==> config.mk <==
export PLATFORM = sky130hd
export DESIGN_NAME = tdc_channel
export DESIGN_NICKNAME = d
export VERILOG_FILES = /design/src/rtl/tdc_pkg.sv /design/src/rtl/tdc_ctrl.sv /design/src/rtl/tdc_datapath.sv /design/src/rtl/tdc_channel.sv
export SDC_FILE = /design/constraint.sdc
export NUM_CORES = 1
export LEC_CHECK = 0
export BUFFER_PORTS_ARGS = -buffer_cell sky130_fd_sc_hd__buf_2
export CAP_MARGIN = 10
export CORE_UTILIZATION = 56
export CTS_CLUSTER_SIZE = 25
export DETAILED_ROUTE_END_ITERATION = 10
export PLACE_DENSITY = 0.85
export SLEW_MARGIN = 20
export SYNTH_ARGS = -nofsm -noshare
export SYNTH_HDL_FRONTEND = slang
export SYNTH_SLANG_ARGS = --single-unit
export TNS_END_PERCENT = 1
==> constraint.sdc <==
create_clock -name clk -period 3.6 [get_ports clk]
set_input_delay 0.9 -clock clk [delete_from_list [all_inputs] [get_ports clk]]
set_output_delay 0.9 -clock clk [all_outputs]
set_load 0.1 [all_outputs]
==> src/rtl/tdc_pkg.sv <==
package tdc_pkg;

  // Strobes issued by the control to the datapath, one cycle each.
  typedef struct packed {
    logic cntEvent;    // qualified count event this cycle
    logic cntRestart;  // capture accepted: restart interval
    logic cntClear;    // common start: zero the counter
    logic push;        // write captured word into buffer
    logic setOvf;      // capture lost because buffer full
    logic clrOvf;      // clear sticky loss flag
    logic serLoad;     // pop oldest word into the serializer
    logic serShift;    // advance serializer by one bit
    logic serStop;     // end of frame, go idle
  } tdc_strobe_t;

  // State fed back from the datapath to the control.
  typedef struct packed {
    logic full;
    logic empty;
    logic serBusy;
    logic serLast;
  } tdc_status_t;

endpackage

==> src/rtl/tdc_ctrl.sv <==
module tdc_ctrl
  import tdc_pkg::*;
(
  input  logic        clk,
  input  logic        rstN,
  input  logic        cntTick,
  input  logic        hitIn,
  input  logic        pulseIn,
  input  logic        sampleIn,
  input  logic        chargeMode,
  input  logic        startIn,
  input  logic        stopIn,
  input  logic        clkEnable,
  input  logic        inhibit,
  input  logic        rdTick,
  input  logic        rdReq,
  input  tdc_status_t status,
  output tdc_strobe_t strobe
);

  logic armed;
  logic countSrc;
  logic captureSrc;
  logic captureOk;
  logic countOk;
  logic frameEnding;

  // Measurement window: start wins over stop in the same cycle.
  always_ff @(posedge clk) begin
    if (!rstN)        armed <= 1'b0;
    else if (startIn) armed <= 1'b1;
    else if (stopIn)  armed <= 1'b0;
  end

  // Role swap between interval mode and pulse-counting mode.
  always_comb begin
    if (chargeMode) begin
      countSrc   = pulseIn;
      captureSrc = sampleIn;
    end else begin
      countSrc   = cntTick;
      captureSrc = hitIn;
    end
  end

  assign countOk     = armed && !startIn && clkEnable && countSrc;
  assign captureOk   = armed && !startIn && captureSrc && !inhibit;
  assign frameEnding = status.serBusy && status.serLast;

  always_comb begin
    strobe            = '0;
    strobe.cntEvent   = countOk;
    strobe.cntRestart = captureOk;
    strobe.cntClear   = startIn;
    strobe.push       = captureOk && !status.full;
    strobe.setOvf     = captureOk && status.full;
    strobe.clrOvf     = startIn;
    strobe.serLoad    = rdTick && rdReq && !status.empty
                        && (!status.serBusy || status.serLast);
    strobe.serShift   = rdTick && status.serBusy && !status.serLast;
    strobe.serStop    = rdTick && frameEnding && !strobe.serLoad;
  end

endmodule

==> src/rtl/tdc_datapath.sv <==
module tdc_datapath
  import tdc_pkg::*;
#(
  parameter int CNT_W = 16,
  parameter int DEPTH = 9
) (
  input  logic        clk,
  input  logic        rstN,
  input  tdc_strobe_t strobe,
  output tdc_status_t status,
  output logic        serOut,
  output logic        serValid,
  output logic        ovfFlag
);

  localparam int WORD_W  = CNT_W + 1;
  localparam int FRAME_W = CNT_W + 2;
  localparam int PTR_W   = (DEPTH > 1) ? $clog2(DEPTH) : 1;
  localparam int LVL_W   = $clog2(DEPTH + 1);
  localparam int BIT_W   = $clog2(FRAME_W);
  localparam logic [CNT_W-1:0] CNT_MAX   = '1;
  localparam logic [PTR_W-1:0] PTR_LAST  = PTR_W'(DEPTH - 1);
  localparam logic [LVL_W-1:0] LVL_FULL  = LVL_W'(DEPTH);
  localparam logic [BIT_W-1:0] BITS_INIT = BIT_W'(FRAME_W - 1);

  // ---------------- interval counter ----------------
  logic [CNT_W-1:0]  intervalCnt;
  logic [WORD_W-1:0] capWord;

  always_ff @(posedge clk) begin
    if (!rstN)                  intervalCnt <= '0;
    else if (strobe.cntClear)   intervalCnt <= '0;
    else if (strobe.cntRestart) intervalCnt <= CNT_W'(strobe.cntEvent);
    else if (strobe.cntEvent && intervalCnt != CNT_MAX)
      intervalCnt <= intervalCnt + 1'b1;
  end

  assign capWord = {intervalCnt == CNT_MAX, intervalCnt};

  // ---------------- multi-hit buffer ----------------
  logic [WORD_W-1:0] slotData [DEPTH];
  logic [PTR_W-1:0]  wrPtr, rdPtr;
  logic [LVL_W-1:0]  level;
  logic              popWord;

  assign popWord = strobe.serLoad;

  function automatic logic [PTR_W-1:0] stepPtr(input logic [PTR_W-1:0] p);
    return (p == PTR_LAST) ? '0 : p + 1'b1;
  endfunction

  for (genvar g = 0; g < DEPTH; g++) begin : gSlot
    always_ff @(posedge clk) begin
      if (strobe.push && wrPtr == PTR_W'(g)) slotData[g] <= capWord;
    end
  end

  always_ff @(posedge clk) begin
    if (!rstN) begin
      wrPtr <= '0;
      rdPtr <= '0;
      level <= '0;
    end else begin
      if (strobe.push) wrPtr <= stepPtr(wrPtr);
      if (popWord)     rdPtr <= stepPtr(rdPtr);
      unique case ({strobe.push, popWord})
        2'b10:   level <= level + 1'b1;
        2'b01:   level <= level - 1'b1;
        default: level <= level;
      endcase
    end
  end

  // ---------------- sticky loss flag ----------------
  always_ff @(posedge clk) begin
    if (!rstN)              ovfFlag <= 1'b0;
    else if (strobe.clrOvf) ovfFlag <= 1'b0;
    else if (strobe.setOvf) ovfFlag <= 1'b1;
  end

  // ---------------- parallel-to-serial ----------------
  logic [FRAME_W-1:0] shReg;
  logic [BIT_W-1:0]   bitsLeft;
  logic               busy;
  logic [WORD_W-1:0]  headWord;

  assign headWord = slotData[rdPtr];

  always_ff @(posedge clk) begin
    if (!rstN) begin
      shReg    <= '0;
      bitsLeft <= '0;
      busy     <= 1'b0;
    end else if (strobe.serLoad) begin
      shReg    <= {1'b1, headWord[CNT_W-1:0], headWord[CNT_W]};
      bitsLeft <= BITS_INIT;
      busy     <= 1'b1;
    end else if (strobe.serShift) begin
      shReg    <= {shReg[FRAME_W-2:0], 1'b0};
      bitsLeft <= bitsLeft - 1'b1;
    end else if (strobe.serStop) begin
      busy     <= 1'b0;
    end
  end

  assign serOut   = busy & shReg[FRAME_W-1];
  assign serValid = busy;

  always_comb begin
    status.full    = (level == LVL_FULL);
    status.empty   = (level == '0);
    status.serBusy = busy;
    status.serLast = (bitsLeft == '0);
  end

endmodule

==> src/rtl/tdc_channel.sv <==
module tdc_channel
  import tdc_pkg::*;
#(
  parameter int CNT_W = 16,
  parameter int DEPTH = 9
) (
  input  logic clk,
  input  logic rstN,
  input  logic cntTick,
  input  logic hitIn,
  input  logic pulseIn,
  input  logic sampleIn,
  input  logic chargeMode,
  input  logic startIn,
  input  logic stopIn,
  input  logic clkEnable,
  input  logic inhibit,
  input  logic rdTick,
  input  logic rdReq,
  output logic serOut,
  output logic serValid,
  output logic ovfFlag
);

  tdc_strobe_t strobe;
  tdc_status_t status;

  tdc_ctrl u_ctrl (
    .clk       (clk),
    .rstN      (rstN),
    .cntTick   (cntTick),
    .hitIn     (hitIn),
    .pulseIn   (pulseIn),
    .sampleIn  (sampleIn),
    .chargeMode(chargeMode),
    .startIn   (startIn),
    .stopIn    (stopIn),
    .clkEnable (clkEnable),
    .inhibit   (inhibit),
    .rdTick    (rdTick),
    .rdReq     (rdReq),
    .status    (status),
    .strobe    (strobe)
  );

  tdc_datapath #(
    .CNT_W(CNT_W),
    .DEPTH(DEPTH)
  ) u_dp (
    .clk     (clk),
    .rstN    (rstN),
    .strobe  (strobe),
    .status  (status),
    .serOut  (serOut),
    .serValid(serValid),
    .ovfFlag (ovfFlag)
  );

endmodule

### After elaboration in Yosys (flattened, before gate mapping)

Memory sizes are Yosys's and may differ from the RTL's. A register that Yosys moved wholly into a read port is not among the register bits.
Index checks and enable logic that the tools add are counted.

* memories: 1
* flip-flop bits (word level): 54
* output and inout port bits: 3
* RAM bits: 153

Memories
* u_dp.slotData: depth 9, width 17, rd ports 1, clocked after memory_dff 1, wr ports 1, RTL line tdc_datapath.sv:41 `logic [WORD_W-1:0] slotData [DEPTH];`

* reduce and logical (&&, ||, !) cells: 53
* equal/unequal tests: 15
* add/sub/neg operators: 6
* muxes and demuxes: 60
* bitwise operators: 2

Operators by type and width (count)
* 17-bit 2-to-1 mux: 8
* 17-bit OR reduction: 8
* 4-bit 2-to-1 mux: 12
* 18-bit 2-to-1 mux: 2
* 1-bit 2-to-1 mux: 35
* 1-bit logical AND: 25
* 16-bit by 1-bit adder with 16-bit output (second input constant): 1
* 16-bit == test (second input constant): 1
* 4-bit by 3-bit == test with 1-bit output (second input constant): 4
* 16-bit != test (second input constant): 1
* 4-bit by 1-bit adder with 4-bit output (second input constant): 3
* 4-bit == test (second input constant): 3
* 5-bit 2-to-1 mux: 2
* 2-bit nonzero test: 5
* 4-bit by 2-bit == test with 1-bit output (second input constant): 2
* 4-bit zero test: 2
* 4-bit one-hot mux with 2 select lines: 1
* 1-bit zero test: 7
* 5-bit zero test: 1
* 5-bit by 1-bit subtractor with 5-bit output (second input constant): 1
* 4-bit by 1-bit == test with 1-bit output (second input constant): 1
* 2-bit OR reduction: 2
* 4-bit by 1-bit subtractor with 4-bit output (second input constant): 1
* 3-bit OR reduction: 1
* 7 further kinds: 7

### Depth between registers and ports, before layout

Gate-level depths: netlist of the first run.

* depth in word-level cells: 17
* gate-level depth with buffers: 14
* depth with buffers taken out: 12

### Hierarchy

From an unflattened synthesis of the first run, not the netlist that was laid out.

* cells, all modules: 547
* area, all modules: 8577.0 um^2

By module, submodules not included
* tdc_datapath: area an instance 8419.3 um^2, cells an instance 527, instances 1
* tdc_ctrl: area an instance 157.7 um^2, cells an instance 20, instances 1

### Worst setup path after synthesis of the first run

OpenSTA, ideal clock, no wires.

* path type: in2reg
* from: input startIn
* to: memory u_dp.slotData[0][0] (netlist bit) (enable)
* buffers on the path: 1
* data arrival time: 3.371 ns
* path slack: -0.205 ns
* required time: 3.165 ns
* stages on the path: 4
* cell sequence: nor3b_1 nand3_1 clkbuf_1 nor4_1

* longest elaborated chain between the ends: 17

RTL lines
* from (decl): RTL line tdc_channel.sv:14 `input logic startIn,`
* 1-bit zero test (*): RTL line tdc_ctrl.sv:47 `assign captureOk = armed && !startIn && captureSrc && !inhibit;`
* 1-bit logical AND (*) (3 in series): RTL line tdc_ctrl.sv:47
* 1-bit logical AND (*): RTL line tdc_ctrl.sv:55 `strobe.push = captureOk && !status.full;`
* 1-bit logical AND: RTL line tdc_datapath.sv:54 `if (strobe.push && wrPtr == PTR_W'(g)) slotData[g] <= capWord;`
* 1-bit 2-to-1 mux: RTL line tdc_datapath.sv:54
* 1-bit 2-to-1 mux (implied by the code): RTL line tdc_datapath.sv:54
* 17-bit OR reduction (no line)
* 4-bit 2-to-1 mux (no line) or 1-bit 2-to-1 mux (tied branches) (8 in series)
* to (decl): RTL line tdc_datapath.sv:41

Mark *: on every way between the ends. The rest lies on a longest branch, timed or not.

### Worst setup path after layout of the first run

* from: register u_dp.bitsLeft[0]
* to: register u_dp.level[2]

* longest elaborated chain between the ends: 5

RTL lines
* from (decl): RTL line tdc_datapath.sv:83 `logic [BIT_W-1:0] bitsLeft;`
* from (signal assigned): RTL line tdc_datapath.sv:100 `bitsLeft <= bitsLeft - 1'b1;`
* 5-bit zero test (*): RTL line tdc_datapath.sv:113 `status.serLast = (bitsLeft == '0);`
* 1-bit logical OR (*): RTL line tdc_ctrl.sv:59 `&& (!status.serBusy || status.serLast);`
* 1-bit logical AND (*): RTL line tdc_ctrl.sv:59
* 2-bit by 1-bit == test with 1-bit output or 2-bit == test (tied branches): RTL line tdc_datapath.sv:66 `unique case ({strobe.push, popWord})`
* 4-bit one-hot mux with 2 select lines or 2-bit nonzero test (tied branches)
* to (signal assigned): RTL line tdc_datapath.sv:67 `2'b10: level <= level + 1'b1;`
* to (signal assigned): RTL line tdc_datapath.sv:68 `2'b01: level <= level - 1'b1;`
* to (signal assigned): RTL line tdc_datapath.sv:69 `default: level <= level;`
* to (decl): RTL line tdc_datapath.sv:43 `logic [LVL_W-1:0] level;`

Marks and branches as above.
A chain may end at the register's enable or synchronous reset.

==> results of run 1 <==
-- worst paths after layout --
check	endpoint	slack [ns]
setup / recovery	u_dp.level[2]	0.53
hold / removal	u_dp.shReg[3]	0.50
setup reg to reg	u_dp.level[2]	0.53
hold reg to reg	u_dp.shReg[3]	0.50
-- layout by cell type, fill, tap and decap left out, drive strengths merged, types with 22 or more instances in the layout --
cell type / n
nor3: 22
clkbuf: 27
nor2: 44
inv: 33
dfxtp: 58
a21oi: 22
mux4: 33
buf: 36
nand2: 27
edfxtp: 153
-- cells by family (layout without fill, tap and decap cells) --
| kind of cell | after synthesis | in the layout | synth area share |
|---|---|---|---|
| buffers and inverters | 67 | 106 | 0.0301 |
| xor gates and xnor gates | 6 | 6 | 0.00596 |
| and+or+nand+nor | 181 | 181 | 0.108 |
| muxes | 46 | 46 | 0.0994 |
| AOI/OAI and AO/OA | 92 | 92 | 0.0866 |
| adders and majority gates | 12 | 12 | 0.0170 |
| DFF | 211 | 211 | 0.653 |
-- power by group --
part / total, uW / switching [uW] / internal, uW
Combinational: 82.6 / 48.7 / 33.9
Sequential: 2590 / 8.28 / 2580
Clock: 1940 / 845 / 1090
Total: 4610 / 902 / 3710
-- per-layer routing --
| layer | part of all wire | vias up | global-route usage |
|---|---|---|---|
| met4 | 0.028 | 0 | 0.104 |
| met2 | 0.50 | 270 | 0.427 |
| li1 | - | 2436 | - |
| met3 | 0.070 | 42 | 0.0373 |
| met5 | 0 | - | 0 |
| met1 | 0.40 | 2755 | 0.316 |
-- area by class of cell --
class,instances,area (um2),area share
clock inverters,10,47.5,0.00484
clock buffers,27,558,0.0568
well taps,211,264,0.0269
multi-input cells,337,2820,0.287
flip-flops and latches,211,5760,0.586
repair buffers,36,245,0.0250
inverters,33,124,0.0126
-- registers in the layout, indices dropped and copies added (netlist names), named ones only --
name,cells
u_ctrl.armed,1
u_dp.ovfFlag,1
u_dp.intervalCnt,16
u_dp.shReg,18
u_dp.wrPtr,4
u_dp.serValid,1
u_dp.slotData,153
u_dp.bitsLeft,5
u_dp.level,4
u_dp.rdPtr,4
-- through the flow --
stage | cells | total power, uW
4_1_cts | 865 | 4640
3_5_place_dp | 828 | 2720
2_1_floorplan | 615 | 2690
5_1_grt | 865 | 4730
3_3_place_gp | 828 | 2720
6_report | 865 | 4610
-- worst max-delay path, cell delays in order, from the launching register on --
cell and delay (ns):
dfxtp_1 0.33, inv_1 0.09, ha_1 0.16, or4b_1 0.57
a211o_1 0.49, inv_2 0.10, ha_1 0.25, xor2_1 0.17
ha_1 0.17, a21oi_1 0.05, xor2_1 0.16, or3_1 0.31
a21oi_1 0.16
==> flow_metrics.tcl, run 1 <==
set metrics [dict create \
    grt_overflow 0 \
    hold_path.class "register to register" \
    synthTopCellsByArea "edfxtp_1 52%, dfxtp_1 13%, mux4_2 8.4%" \
    synth_area_mm2 0.00881 \
    end_kind "register" \
    antenna_found_initial 0 \
    synthTopCellsByCount "153 x edfxtp_1, 58 x dfxtp_1, 44 x nor2_1" \
    required_ns 4.02 \
    first_global_vias 5546 \
    die_w_um 127 \
    layout.nets 665 \
    area_delta_synth_final_pct 11.4 \
    drc 0 \
    maxSlewViolCount 0 \
    holdPathStages 1 \
    preCtsSetupSlack_ns 0.561 \
    place_congestion 0.875 \
    yosys_register_bits 211 \
    antennaDiodeCount 0 \
    die_h_um 127 \
    slew_headroom 0.403 \
    min_period_ns 3.07 \
    async_flop_share 0 \
    crit_start "u_dp.bitsLeft[0]" \
    nFillCells 1045 \
    core-area_mm2 0.0153 \
    setup_viol 0 \
    row_count 45 \
    htree_levels 1 \
    cts_root_buf "clkbuf_16" \
    syn_area_per_cell_um2 14.3 \
    start_util 0.578 \
    cts_made_buffers 21 \
    fin_util 0.643 \
    max_slew.worst_pin.slew_ns 0.895 \
    setup_tns_ns 0 \
    syn_nets 640 \
    grt_pass1_wl_mm 30.2 \
    place.port_buffers 15 \
    synth-warning-count 0 \
    grt_use_total 0.248 \
    min_period_over_period 0.853 \
    drive_gt1_frac 0.179 \
    grt_max_degree 36 \
    status "completed" \
    numClockSinks 211 \
    synth_top_area_cell "edfxtp_1" \
    die-area_mm2 0.0162 \
    cts_tree "done" \
    r2r_start "u_dp.bitsLeft[0]" \
    fin_area_mm2 0.00982 \
    yosysMostFrequentCell "edfxtp_1" \
    whs_ns 0.496 \
    cts_resized 0 \
    ys_seq_area_frac 0.653 \
    yosysTopAreaCellShare 0.521 \
    ant_nets 0 \
    synthFlopType "edfxtp_1" \
    drt_first_pass_iters 5 \
    min_from "u_dp.shReg[3]" \
    path_max_fanout 7 \
    critical_path_arrival_ns 3.49 \
    drt_iter0_drc 529 \
    rsz0062_at_grt "false" \
    pin_count 16 \
    avgViaCountPerCell 6.36 \
    cap_violations 0 \
    reg2reg_depth 12 \
    fin_ws_ns 0.528 \
    synthCells 615 \
    wl_mm 19.3 \
    p_leak_uw 0.00322 \
    synth_edf_count 153 \
    cts.reportedPaths.clkPinSlew_ns 0.06 \
    cp-start-kind "register" \
    dr_total_vias 5503 \
    wl_per_cell_um 22.3 \
    clk_path_buf_depth 3 \
    ctsHoldBuffers 0 \
    cts_setup_buffers 0 \
    dpl_cell_area_mm2 0.00921 \
    ir_drop_mv 0.381 \
    hold_violations 0 \
    synth_cell_types 57 \
    worstSetupPathType "register to register" \
    finClkSkew_ns 0.0101 \
    dp_hpwl_mm 11.9 \
    fmax_ghz 0.326 \
    power_density_mw_per_mm2 469 \
    clk_latency_ns 0.49 \
]
(Power assumes the default switching activity.)
==> run 2, diff against run 1 <==
--- a/config.mk
+++ b/config.mk
@@ -7,12 +7,14 @@
 export LEC_CHECK = 0
 export BUFFER_PORTS_ARGS = -buffer_cell sky130_fd_sc_hd__buf_2
 export CAP_MARGIN = 10
-export CORE_UTILIZATION = 56
+export CORE_UTILIZATION = 67
 export CTS_CLUSTER_SIZE = 25
 export DETAILED_ROUTE_END_ITERATION = 10
-export PLACE_DENSITY = 0.85
+export GPL_TIMING_DRIVEN = 0
+export PLACE_DENSITY = 0.94
 export SLEW_MARGIN = 20
 export SYNTH_ARGS = -nofsm -noshare
 export SYNTH_HDL_FRONTEND = slang
+export SYNTH_HIERARCHICAL = 1
 export SYNTH_SLANG_ARGS = --single-unit
 export TNS_END_PERCENT = 1
==> constraint.sdc (replaced) <==
create_clock -name clk -period 3.9 [get_ports clk]
set_input_delay 0.975 -clock clk [delete_from_list [all_inputs] [get_ports clk]]
set_output_delay 0.975 -clock clk [all_outputs]
set_load 0.1 [all_outputs]
==> flow_metrics.tcl, run 2 <==
set metrics [dict create \
    r2r_slack_ns 0.29 \
    drc 0 \
    synth_edf_count 153 \
    cts_tree "done" \
    antenna_found_initial 0 \
    synth_fa_ha_area_frac 0.0160 \
    max_slew.worst_pin.slew_ns 1.11 \
    clk_latency_ns 0.51 \
    path_max_fanout 17 \
    min_period_over_period 0.925 \
    grt_use_total 0.317 \
    gr-usage-met3 0.0622 \
    cap_violations 0 \
    avgViaCountPerCell 6.80 \
    synthSimpleGateAreaFrac 0.0872 \
    synthTopCellsByArea "edfxtp_1 54%, dfxtp_1 14%, mux4_2 8.9%" \
    syn_area_per_cell_um2 15.7 \
    grt_pass1_wl_mm 29.8 \
    cts_setup_buffers 0 \
    power_density_mw_per_mm2 474 \
    ir_drop_mv 0.501 \
    async_flop_share 0 \
    synthFlopType "edfxtp_1" \
    place_congestion 0.820 \
    layout_commonest_cell "edfxtp_1" \
    status "completed" \
    synthMuxAreaShare 0.140 \
    globalRouteMet1Util 0.390 \
    clk_path_buf_depth 3 \
    core-area_mm2 0.0123 \
    rsz0062_at_grt "false" \
    cts.reportedPaths.clkPinSlew_ns 0.06 \
    min_period_ns 3.61 \
    syn_nets 571 \
    wl_per_cell_um 25.6 \
    cts_made_buffers 21 \
    synth-warning-count 6 \
    slew_headroom 0.262 \
    gr-usage-met2 0.546 \
    antennaDiodeCount 0 \
    dr_total_vias 5222 \
    worstSetupPathType "register to register" \
    grt_overflow 0 \
    hold_path.class "register to register" \
    cts_resized 1 \
    regMostFlops "u_dp/slotData" \
    pin_count 16 \
    synth_area_mm2 0.00858 \
    cp-start-kind "register" \
    drt_iter0_drc 618 \
    critical_path_arrival_ns 3.73 \
    synthXorXnorAreaFrac 0.0112 \
    synth_top_family_by_area "multiplexers" \
    ctsHoldBuffers 0 \
    layout.nets 609 \
    hold_violations 0 \
    preCtsSetupSlack_ns -0.236 \
    required_ns 4.02 \
    synthTopCellsByCount "153 x edfxtp_1, 58 x dfxtp_1, 42 x mux2i_1" \
    place.port_buffers 15 \
    yosysTopAreaCellShare 0.536 \
    die-area_mm2 0.0133 \
    grt_max_degree 19 \
    synth_top_area_cell "edfxtp_1" \
    largestRegisters "u_dp/slotData x153, u_dp/shReg x18, u_dp/intervalCnt x16" \
    cts_root_buf "clkbuf_16" \
    start_util 0.699 \
    yosysMostFrequentCell "edfxtp_1" \
    fmax_ghz 0.277 \
    grt.busiest_layer "met2" \
    layout.cells.most_common_list "153 x edfxtp_1, 58 x dfxtp_1, 42 x mux2i_1, 34 x mux4_2, 32 x nand2_1" \
    synth-compound-area-share 0.0496 \
    drt_first_pass_iters 5 \
    nFillCells 622 \
    finClkSkew_ns 0.00951 \
    area_delta_synth_final_pct 11.8 \
    ant_nets 0 \
    fin_ws_ns 0.293 \
    die_w_um 115 \
    htree_levels 1 \
    synth_cell_types 56 \
    setup_viol 0 \
    numClockSinks 211 \
    fin_util 0.782 \
    wl_mm 19.7 \
    yosys_register_bits 211 \
    row_count 40 \
    p_leak_uw 0.00305 \
    maxSlewViolCount 0 \
    synthCells 547 \
    largest_reg_flops 153 \
    dp_hpwl_mm 11.6 \
    drive_gt1_frac 0.182 \
    first_global_vias 5290 \
    end_kind "register" \
    die_h_um 115 \
    ys_seq_area_frac 0.671 \
]
run 2: cell count changes in the layout (fill, tap and decap cells not counted), sizes merged, moves of 6 or more:
| cell | delta |
|---|---|
| and3 | -8 |
| a2111oi | -16 |
| nor3 | -16 |
| clkbuf | +17 |
| buf | -8 |
| a221o | -11 |
| mux2i | +31 |
| o221ai | +16 |
| nor2 | -26 |
| and2 | -6 |
| o21ai | +11 |
| nor4 | -8 |
| inv | -16 |
run 2: cell families after synthesis:
| family | Yosys count |
|---|---|
| and+or+nand+nor | 128 |
| adders and majority gates | 11 |
| AOI/OAI and AO/OA | 64 |
| xor gates and xnor gates | 11 |
| muxes | 77 |
| DFF | 211 |
| buffers and inverters | 45 |
run 2: final cells by class:
class / count / area, um2 / share of cell area
inverters: 15 / 68.8 / 0.00718
well taps: 168 / 210 / 0.0219
repair buffers: 15 / 75.1 / 0.00783
clock inverters: 11 / 143 / 0.0149
multi-input cells: 291 / 2610 / 0.272
plain buffers: 30 / 148 / 0.0154
clock buffers: 27 / 579 / 0.0604
flip-flops and latches: 211 / 5760 / 0.600
run 2: worst paths after layout:
| check | start | end | cells after the start |
|---|---|---|---|
| setup / recovery | u_dp/level[1] | u_dp/slotData[0][12] | 6 |
| hold reg to reg | u_dp/slotData[8][13] | u_dp/shReg[14] | 2 |
| setup reg to reg | u_dp/level[1] | u_dp/slotData[0][12] | 6 |
| hold / removal | u_dp/slotData[8][13] | u_dp/shReg[14] | 2 |
run 2: power by group:
part | switching, uW | internal, uW | total (uW)
registers | 3.55 | 2380 | 2380
logic | 41.2 | 25.1 | 66.3
clock network | 841 | 1260 | 2100
run 2: metrics by stage:
stage	TNS [ns]	cell area, um2	cells	total power [uW]	hold slack [ns]
floorplan	0	8580	547	2470	0.425
global placement	-3.59	8860	730	2490	0.429
CTS	0	9590	768	4560	0.469
detailed placement	-23.45	8860	730	2490	0.443
finish	0	9590	768	4550	0.468
global route	0	9590	768	4640	0.474
run 2: layer usage:
layer	vias to the layer above	routed length [um]
met3	72	2020
met2	370	10000
li1	2207	-
met4	0	743
met1	2573	6880
met5	-	0
run 2: worst max-delay path, stage by stage (launching register included):
cell and delay [ns]:
dfxtp_1 0.31, clkbuf_1 0.27, nor3_1 0.20, nor4_2 0.71
inv_1 0.33, nor3_1 0.44, and2_1 0.93
==> run 3, diff against run 2 <==
--- a/config.mk
+++ b/config.mk
@@ -7,11 +7,11 @@
 export LEC_CHECK = 0
 export BUFFER_PORTS_ARGS = -buffer_cell sky130_fd_sc_hd__buf_2
 export CAP_MARGIN = 10
-export CORE_UTILIZATION = 67
+export CORE_UTILIZATION = 40
 export CTS_CLUSTER_SIZE = 25
 export DETAILED_ROUTE_END_ITERATION = 10
 export GPL_TIMING_DRIVEN = 0
-export PLACE_DENSITY = 0.94
+export PLACE_DENSITY = 0.65
 export SLEW_MARGIN = 20
 export SYNTH_ARGS = -nofsm -noshare
 export SYNTH_HDL_FRONTEND = slang
==> flow_metrics.tcl, run 3 (synthesis gave the netlist of run 2 again) <==
set metrics [dict create \
    worstSetupPathType "register to register" \
    row_count 53 \
    cts_made_buffers 22 \
    area_delta_synth_final_pct 14.0 \
    wl_per_cell_um 19.9 \
    min_period_ns 3.60 \
    nFillCells 1762 \
    die_w_um 148 \
    ant_nets 0 \
    path_max_fanout 17 \
    crit_chain "clkbuf_1, nor3_1, nor4_2, inv_1, nor3b_1, and2_1" \
    ctsHoldBuffers 0 \
    die-area_mm2 0.0220 \
    drt_iter0_drc 378 \
    layout.nets 610 \
    holdPathStages 2 \
    layout_commonest_cell "edfxtp_1" \
    clk_latency_ns 0.50 \
    antenna_found_initial 0 \
    hold_path.class "register to register" \
    preCtsSetupSlack_ns -0.162 \
    cts.reportedPaths.clkPinSlew_ns 0.06 \
    layout.cells.most_common_list "153 x edfxtp_1, 58 x dfxtp_1, 42 x mux2i_1, 34 x mux4_2, 32 x nand2_1" \
    placed_cells 837 \
    grt_max_degree 19 \
    ir_drop_mv 0.246 \
    regMostFlops "u_dp/slotData" \
    setup_viol 0 \
    drc 0 \
    place_congestion 0.812 \
    setup_tns_ns 0 \
    largestRegisters "u_dp/slotData x153, u_dp/shReg x18, u_dp/intervalCnt x16" \
    fmax_ghz 0.278 \
    antennaDiodeCount 0 \
    combPwrFrac 0.014 \
    clkPwrFrac 0.478 \
    max_stage_delay_ns 0.94 \
    pin_count 16 \
    avgViaCountPerCell 5.49 \
    clk_path_buf_depth 3 \
    wl_mm 17.5 \
    whs_ns 0.451 \
    drive_gt1_frac 0.178 \
    fin_ws_ns 0.299 \
    cts_resized 0 \
    final_cells 877 \
    crit_path_top_delay_cell "and2_1" \
    cts_tree "done" \
    place.port_buffers 15 \
    die_h_um 148 \
    grt_pass1_wl_mm 27.3 \
    cp_top_family "simple AND/OR/NAND/NOR gates" \
    hold_violations 0 \
    first_global_vias 4915 \
    required_ns 4.01 \
    dr_total_vias 4818 \
    largest_reg_flops 153 \
    cp-start-kind "register" \
    max_slew.worst_pin.slew_ns 1.12 \
    dp_hpwl_mm 11.2 \
    slew_headroom 0.253 \
    finClkSkew_ns 0.0155 \
    critical_path_depth 6 \
    core-area_mm2 0.0210 \
    netSwitchingFraction 0.187 \
    critical_path_buf_inv_count 2 \
    min_period_over_period 0.923 \
    p_leak_uw 0.00307 \
    rsz0062_at_grt "false" \
    reg2reg_depth 6 \
    critical_path_arrival_ns 3.71 \
    grt_use_total 0.164 \
    power_frac_seq 0.508 \
    cts_setup_buffers 0 \
    status "completed" \
    numClockSinks 211 \
    p_int_uw 3810 \
    cts_root_buf "clkbuf_16" \
    cap_violations 0 \
    end_kind "register" \
    drt_first_pass_iters 5 \
    htree_levels 1 \
    grt_overflow 0 \
    maxSlewViolCount 0 \
    start_util 0.408 \
    power_density_mw_per_mm2 479 \
    power_switching_uw 875 \
]
-- run 3: cell count changes in the layout (fill, tap and decap cells not counted), sizes merged --
| cell | delta |
|---|---|
| clkbuf | +1 |
| bufinv | +2 |
| clkinv | +2 |
| inv | -3 |
-- run 3: cell type report --
class                      count  area [um2]  share of cell area
clock buffer                  28         594              0.0608
sequential                   211        5760               0.588
multi-input combinational    291        2610               0.267
clock inverter                12         185              0.0189
inverter                      15        68.8             0.00704
timing repair buffer          15        75.1             0.00767
tap                          275         344              0.0352
buffer                        30         148              0.0151
-- run 3: layer usage --
metal	global-route usage	vias up	share of wire
li1	-	2219	-
met1	0.216	2440	0.44
met2	0.281	125	0.49
met3	0.0199	34	0.038
met4	0.0526	0	0.022
met5	0	-	0
-- run 3: metrics by stage --
step                      total power (uW)  utilization  cell area [um2]
after floorplan                       2470            -             8580
final                                 4690        0.465             9780
after global routing                  4820        0.465             9780
after detailed placement              2490        0.428             9000
after global placement                2490        0.428             9000
after CTS                             4730        0.465             9780
-- run 3: path summary, 6_finish.rpt --
check                       start  slack [ns]                  end
max                 u_dp/level[1]        0.30  u_dp/slotData[4][8]
min          u_dp/slotData[8][15]        0.45       u_dp/shReg[16]
max reg2reg         u_dp/level[1]        0.30  u_dp/slotData[4][8]
min reg2reg  u_dp/slotData[8][15]        0.45       u_dp/shReg[16]
-- run 3: worst reg2reg max path, stage by stage (launching register included) --
cell and delay (ns):
dfxtp_1 0.30, clkbuf_1 0.28, nor3_1 0.22, nor4_2 0.72, inv_1 0.29, nor3b_1 0.44
and2_1 0.94
-- run 3: power groups by stage --
stage	Combinational (uW)	Clock (uW)	Sequential, uW
floorplan	40.1	0	2430
global placement	61.6	0	2430
detailed placement	63.8	0	2430
CTS	64.2	2280	2380
global route	70.2	2370	2380
finish	64.1	2240	2380
